--- config.mk ---
export PLATFORM = sky130hd
export DESIGN_NAME = thit_fetch_buf
export DESIGN_NICKNAME = d
export VERILOG_FILES = /design/src/rtl/thit_fetch_buf.sv
export SDC_FILE = /design/constraint.sdc
export NUM_CORES = 2
export LEC_CHECK = 0
export ABC_CLOCK_PERIOD_IN_PS = 22300
export BUFFER_PORTS_ARGS = -buffer_cell sky130_fd_sc_hd__buf_2
export CAP_MARGIN = 40
export CORE_MARGIN = 2
export CORE_UTILIZATION = 45
export DETAILED_ROUTE_END_ITERATION = 8
export PLACE_DENSITY_LB_ADDON = 0.25
export SETUP_SLACK_MARGIN = 0.4
export SLEW_MARGIN = 20
export SYNTH_ARGS = -nofsm -noshare
export SYNTH_HDL_FRONTEND = slang
export SYNTH_SLANG_ARGS = --single-unit
--- constraint.sdc ---
create_clock -name clk -period 22.3 [get_ports clk]
set_clock_uncertainty 0.15 [all_clocks]
set_input_delay 6.69 -clock clk [delete_from_list [all_inputs] [get_ports clk]]
set_output_delay 6.69 -clock clk [all_outputs]
set_load 0.005 [all_outputs]
--- src/rtl/thit_fetch_buf.sv ---
module thit_fetch_buf #(
  parameter int PC_W  = 30,
  parameter int IW    = 32,
  parameter int LINES = 16,
  parameter int ID_W  = 4,
  parameter int FW    = 2,
  localparam int SLOT_W = (FW > 1) ? $clog2(FW) : 1
) (
  input  logic               clk,
  input  logic               rst_n,
  input  logic               fetch_valid,
  input  logic [PC_W-1:0]    fetch_pc,
  input  logic [1:0]         next_kind,
  input  logic [SLOT_W-1:0]  br_slot,
  input  logic [4*IW-1:0]    l1_line,
  output logic               access_l1,
  output logic [FW*IW-1:0]   fetch_words
);
  localparam int IDX_W = $clog2(LINES);
  localparam int TOP   = 2 + IDX_W + ID_W;
  localparam logic [1:0] K_SEQ = 2'd0;
  localparam logic [1:0] K_DIR = 2'd1;

  logic [LINES-1:0][4*IW-1:0] line_q;
  logic [LINES-1:0][ID_W-1:0] id_q;
  logic [LINES-1:0]           valid_q;
  logic [LINES-1:0]           ns_q;
  logic [LINES-1:0][3:0]      nt_q;
  logic [LINES-1:0][LINES-1:0] tl_q;
  logic [1:0]                 prev_kind_q;
  logic [IDX_W-1:0]           prev_line_q;
  logic [1:0]                 prev_word_q;

  logic [IDX_W-1:0] cur_idx, below_idx;
  logic [1:0]       cur_word, base_word, last_word, br_word;
  logic [ID_W-1:0]  cur_id;
  logic             guar, fill, same, evict, seq_link, dir_link;
  logic [4*IW-1:0]  line_sel;

  generate
    if (PC_W > TOP) begin : g_hi
      logic unused_hi;
      assign unused_hi = ^fetch_pc[PC_W-1:TOP];
    end
  endgenerate

  assign cur_word  = fetch_pc[1:0];
  assign cur_idx   = fetch_pc[2 +: IDX_W];
  assign cur_id    = fetch_pc[2+IDX_W +: ID_W];
  assign below_idx = cur_idx - 1'b1;
  assign base_word = cur_word & 2'(~(FW-1));
  assign last_word = base_word + 2'(FW-1);
  assign br_word   = base_word + 2'(br_slot);

  always_comb begin
    case (prev_kind_q)
      K_SEQ:   guar = (prev_word_q != 2'd3) ? 1'b1 : ns_q[prev_line_q];
      K_DIR:   guar = nt_q[prev_line_q][prev_word_q];
      default: guar = 1'b0;
    endcase
  end

  assign access_l1 = fetch_valid & ~guar;
  assign fill      = access_l1;
  assign same      = valid_q[cur_idx] && (id_q[cur_idx] == cur_id);
  assign evict     = fill & ~same;
  assign seq_link  = fill && prev_kind_q == K_SEQ && prev_word_q == 2'd3;
  assign dir_link  = fill && prev_kind_q == K_DIR && !(evict && prev_line_q == cur_idx);

  assign line_sel    = fill ? l1_line : line_q[cur_idx];
  assign fetch_words = line_sel[int'(base_word)*IW +: FW*IW];

  always_ff @(posedge clk) begin
    if (fetch_valid && fill) begin
      line_q[cur_idx] <= l1_line;
      id_q[cur_idx]   <= cur_id;
    end
  end

  always_ff @(posedge clk) begin
    if (!rst_n) begin
      valid_q     <= '0;
      ns_q        <= '0;
      nt_q        <= '0;
      tl_q        <= '0;
      prev_kind_q <= 2'd2;
      prev_line_q <= '0;
      prev_word_q <= '0;
    end else if (fetch_valid) begin
      if (fill) valid_q[cur_idx] <= 1'b1;
      if (evict) begin
        ns_q[cur_idx]   <= 1'b0;
        ns_q[below_idx] <= 1'b0;
        for (int j = 0; j < LINES; j++)
          if (tl_q[cur_idx][j]) nt_q[j] <= '0;
        nt_q[cur_idx] <= '0;
        tl_q[cur_idx] <= '0;
      end
      if (seq_link) ns_q[prev_line_q] <= 1'b1;
      if (dir_link) begin
        nt_q[prev_line_q][prev_word_q] <= 1'b1;
        tl_q[cur_idx][prev_line_q]     <= 1'b1;
      end
      prev_kind_q <= next_kind;
      prev_line_q <= cur_idx;
      prev_word_q <= (next_kind == K_DIR) ? br_word : last_word;
    end
  end
endmodule


-- Yosys cells after proc, flatten, opt, wreduce, memory -nomap -nowiden
Cells that the tools add are included.
- bits in registers: 2472
- bits of input ports: 164
- output and inout port bits: 65
- word-level logic and storage cells: 231
- $add $sub $neg: 3
- order comparisons: 8
- equal/unequal tests: 6
- shift-type cells: 1
- mux-type cells: 114
- bitwise logic cells: 16
- reductions and logical operators: 14
- operators with widths (operator ; count):
    $bwmux 2048 ; 1
    $mux 256 ; 4
    $bmux 128 s4 ; 1
    $demux 128 s4 ; 1
    $mux 128 ; 3
    $mux 4 ; 68
    $and 256x256->256 ; 1
    $mux 64 ; 4
    $not 256->256 ; 1
    $or 256x256->256 ; 1
    $demux 16 s4 ; 2
    $shiftx 128x8->64 ; 1
    $mux 16 ; 7
    $and 64x64->64 ; 1
    $bmux 16 s4 ; 1
    $bwmux 64 ; 1
    $not 64->64 ; 1
    $or 64x64->64 ; 1
    $and 16x16->16 ; 2
    $bmux 4 s4 ; 2
    $demux 4 s4 ; 2
    $not 16->16 ; 2
    $or 16x16->16 ; 2
    $lt 4x5->1 const B ; 3
    other kinds (23) ; 49

-- Depth between registers and ports, before layout
- depth in word-level cells: 17
- depth in mapped cells: 14
- depth with buffers taken out: 8

-- Worst setup path before layout
No wires, ideal clock.
- kind: in2reg
- from: in fetch_valid
- to: reg id_q[4] in the netlist's numbering (enable)
- setup time: 0.784 ns
- data arrival time: 16.689 ns
- required time: 21.366 ns
- slack: 4.677 ns
- stages on the path: 6
- buffers on the path: 3
- path through: inv_1 a2111o_4 buf_6 buf_2 buf_1 nor3_1
- longest elaborated chain between the ends: 2
- ends and longest elaborated chain (item ; line ; text):
    from (decl) ; 11 ; input logic fetch_valid,
    $and 1x1->1 ; 63 ; assign access_l1 = fetch_valid & ~guar;
    $logic_and 1x1->1 * ; 74 ; if (fetch_valid && fill) begin
    to (signal, indexed assignment) ; 76 ; id_q[cur_idx] <= cur_id;
    to (decl) ; 25 ; logic [LINES-1:0][ID_W-1:0] id_q;
Every way passes the cells marked *; elsewhere a longest branch is shown, timed or not.
A chain may end at the register's enable or synchronous reset.

-- Final worst setup path
- from: in fetch_pc[2]
- to: out fetch_words[40]
- longest elaborated chain between the ends: 4
- ends and longest elaborated chain (item ; line ; text):
    from (decl) ; 12 ; input logic [PC_W-1:0] fetch_pc,
    $bmux 128 s4 ; 70 ; assign line_sel = fill ? l1_line : line_q[cur_idx];
    $mux 128 (not written as such) ; 70 ;
    $mux 128 ; 70 ;
    $shiftx 128x8->64 ; 71 ; assign fetch_words = line_sel[int'(base_word)*IW +: FW*IW];
    to (decl) ; 17 ; output logic [FW*IW-1:0] fetch_words
Every way passes these cells. The select of a mux whose other input is x is not followed.

==> impl_metrics.csv <==
group,metric,value,unit
pwr,p_leak,33.9,nW
cts,root_buffer,"clkbuf_16",
finish,multi_input_area,23600,sq um
detailed_routing,initialDrtViolationCount,5421,
detailed_routing,route.vias.total,47344,
placement,numPlacedInstances,7260,
grt,grt_pass1_vias,48130,
placement,dp_hpwl,120,mm
die,start_util,45.3,%
grt,grt_first_pass_wirelength,339,mm
finish,nets,4866,
timing,setup_viol,0,
cts,cts.sinks,2456,
grt,gr-total-overflow,0,
grt,grt_max_degree,141,
detailed_routing,wirelength,232,mm
timing,layout_min_cycle_time,17390,ps
logic_synthesis,yosys.area.top_type,"edfxtp_1",
cts,path_clk_slew,60,ps
placement,place_area,100000,sq um
die,dieHeight,464,um
timing,rsz0062_at_grt,"false",
die,core_area,210000,sq um
die,pin_count,229,
finish,instances_no_fill,7721,
worst_setup_path,reg2regPathDepth,14,
timing,fmax,0.0575,GHz
timing,setup_ws,4910,ps
timing,whs,301,ps
logic_synthesis,synth_flop_cell,"edfxtp_1",
logic_synthesis,synth_cells,4396,
timing,worst_slew_pin_slew,1080,ps
grt,grt_use_total,21.5,%
placement,place_ws,4800,ps
cts,worstSkewPairLatency,860,ps
detailed_routing,drc,0,
detailed_routing,drtAntennaViolNets,0,
logic_synthesis,async_flop_share,0,%
pwr,power_density,87.9,nW/um^2
logic_synthesis,yosys.cell_types.count,62,
finish,final_area,108000,sq um
cts,clock_path_buffers,3,
placement,gp_congestion,0.824,
grt,antenna_found_initial,50,
placement,port_buffers,207,
finish,fillCellCount,16292,
finish,area_growth,13.7,%
detailed_routing,viasPerCell,6.13,
finish,mostFrequentLayoutCell,"edfxtp_1",
detailed_routing,routedWlPerCell,30.0,um
worst_setup_path,cp_data_required_time,15460,ps
logic_synthesis,synthTopCellsByArea,"edfxtp_1 (67%), mux4_2 (19%), dfxtp_1 (7.2%)",
timing,fin_tns_setup,0,ps
cts,post-cts-setup-buffers,0,
cts,cts_tree,"yes",
timing,timing.final.max_slew_violations,0,
timing,hold_viol,0,
logic_synthesis,ys_warn_count,0,
pwr,p_int,0.00749,W
die,dieArea,215000,sq um
outcome,status,"complete, no violations",
cts,cts_resized,0,
logic_synthesis,synth_top_area_share,66.6,%
worst_setup_path,worstSetupStartpointType,"input port",
worst_setup_path,critPathKind,"input port to primary output",
worst_setup_path,arrival,10550,ps
pwr,peakVddDrop,75.3,uV
pwr,switching_share,21.2,%
finish,drive_gt1_share,31.3,%
finish,mostFrequentLayoutCells,"edfxtp_1 (2112), mux4_2 (794), dfxtp_1 (343), clkbuf_16 (239), buf_2 (203)",
pwr,power_frac_comb,5.5,%
die,die_width,464,um
cts,htreeDepth,4,
logic_synthesis,syn_area_per_cell,21.7,sq um
pwr,power_frac_clock,41.4,%
logic_synthesis,netlist_area,95200,sq um
worst_setup_path,end_kind,"primary output",
finish,seqCellArea,70300,sq um
cts,cts_buffers,236,
hold_path,holdPathStages,2,
worst_setup_path,crit_fanout,62,
logic_synthesis,synth_seq_cells,2456,
die,rows,168,
timing,finalCritPeriodShare,78.0,%
run,maxCapViolations,0,
timing,relSlewSlack,27.8,%
cts,hold_buffers,0,
detailed_routing,drt-pass1-iter-count,6,
logic_synthesis,seq_area_frac_synth,73.9,%
logic_synthesis,synth_nets,4560,
hold_path,hp-class,"flop to flop",
pwr,p_switching,0.00202,W
pwr,seqPwrFrac,53.0,%
logic_synthesis,synth-edff-count,2112,
synth_stat cells, types with 6 or more instances:
library cell,instances
o21a_1,15
nand4_1,6
buf_1,81
nand2_1,116
buf_6,6
buf_2,44
o21ai_0,9
o2bb2ai_1,141
inv_1,65
mux2_2,9
nand2b_1,10
edfxtp_1,2112
nor2_1,50
nand3_1,26
a31oi_1,24
a21oi_1,20
a22o_1,91
clkbuf_1,155
nor3_2,10
mux4_2,794
a22oi_1,14
and3_1,7
dfxtp_1,344
nor2b_1,12
a32o_1,9
mux2i_1,45
o21ai_1,7
and2_1,9
o22ai_1,70
nor3_1,32
sequential cells by signal, summed over array words and instances (netlist names):
| register | flops |
|---|---|
| prev_line_q | 4 |
| ns_q | 16 |
| nt_q | 64 |
| id_q | 64 |
| prev_word_q | 2 |
| valid_q | 16 |
| tl_q | 240 |
| prev_kind_q | 2 |
| line_q | 2048 |
cell type report:
type,instances,area share (%)
Timing Repair Buffer,356,2.69
Inverter,66,0.229
Tap cell,2805,3.24
Clock inverter,135,1.18
Multi-Input combinational cell,1586,21.8
Clock buffer,307,5.87
Antenna cell,10,0.0231
Sequential cell,2456,65.0
power by group through the flow:
| stage | logic [W] | registers, W | clock network (W) |
|---|---|---|---|
| final | 0.000526 | 0.00504 | 0.00394 |
| after global routing | 0.000561 | 0.00504 | 0.00419 |
| after CTS | 0.000532 | 0.00504 | 0.00401 |
| after detailed placement | 0.000530 | 0.00514 | 0 |
| after global placement | 0.000516 | 0.00514 | 0 |
| after floorplan | 0.000307 | 0.00515 | 0 |
per-stage QoR:
step	util, %	power [W]
after floorplan	-	0.00546
after global placement	47.5	0.00566
after detailed placement	47.8	0.00567
after CTS	51.5	0.00958
after global routing	51.5	0.00979
final	51.5	0.00951
path summary, 6_finish.rpt:
kind | start | end | slack (ps)
setup / recovery | fetch_pc[2] | fetch_words[40] | 4910
hold / removal | valid_q[15] | valid_q[15] | 300
setup reg to reg | prev_line_q[1] | line_q[1623] | 14990
hold reg to reg | valid_q[15] | valid_q[15] | 300
per-layer routing:
metal | track usage (%) | share of wire [%] | vias up
met5 | 0 | 0.12 | -
met4 | 5.69 | 2.2 | 42
met3 | 4.29 | 7.4 | 399
met2 | 34.5 | 49 | 1885
met1 | 30.3 | 41 | 25645
li1 | - | - | 19373
critical path, stage by stage:
cell and delay [ps]:
buf_8 490, buf_4 670, buf_4 500, buf_16 290
mux4_2 550, mux4_2 480, mux4_2 530, buf_2 160
logic make-up after synthesis:
group | after synthesis | share of synthesized area [%]
multiplexers | 848 | 19.4
buffers and inverters | 354 | 1.51
XOR/XNOR | 6 | 0.0552
AND/OR/NAND/NOR | 291 | 1.45
flip-flops | 2456 | 73.9
AO/OA/AOI/OAI | 441 | 3.75
Power figures use the tool's default switching activity.
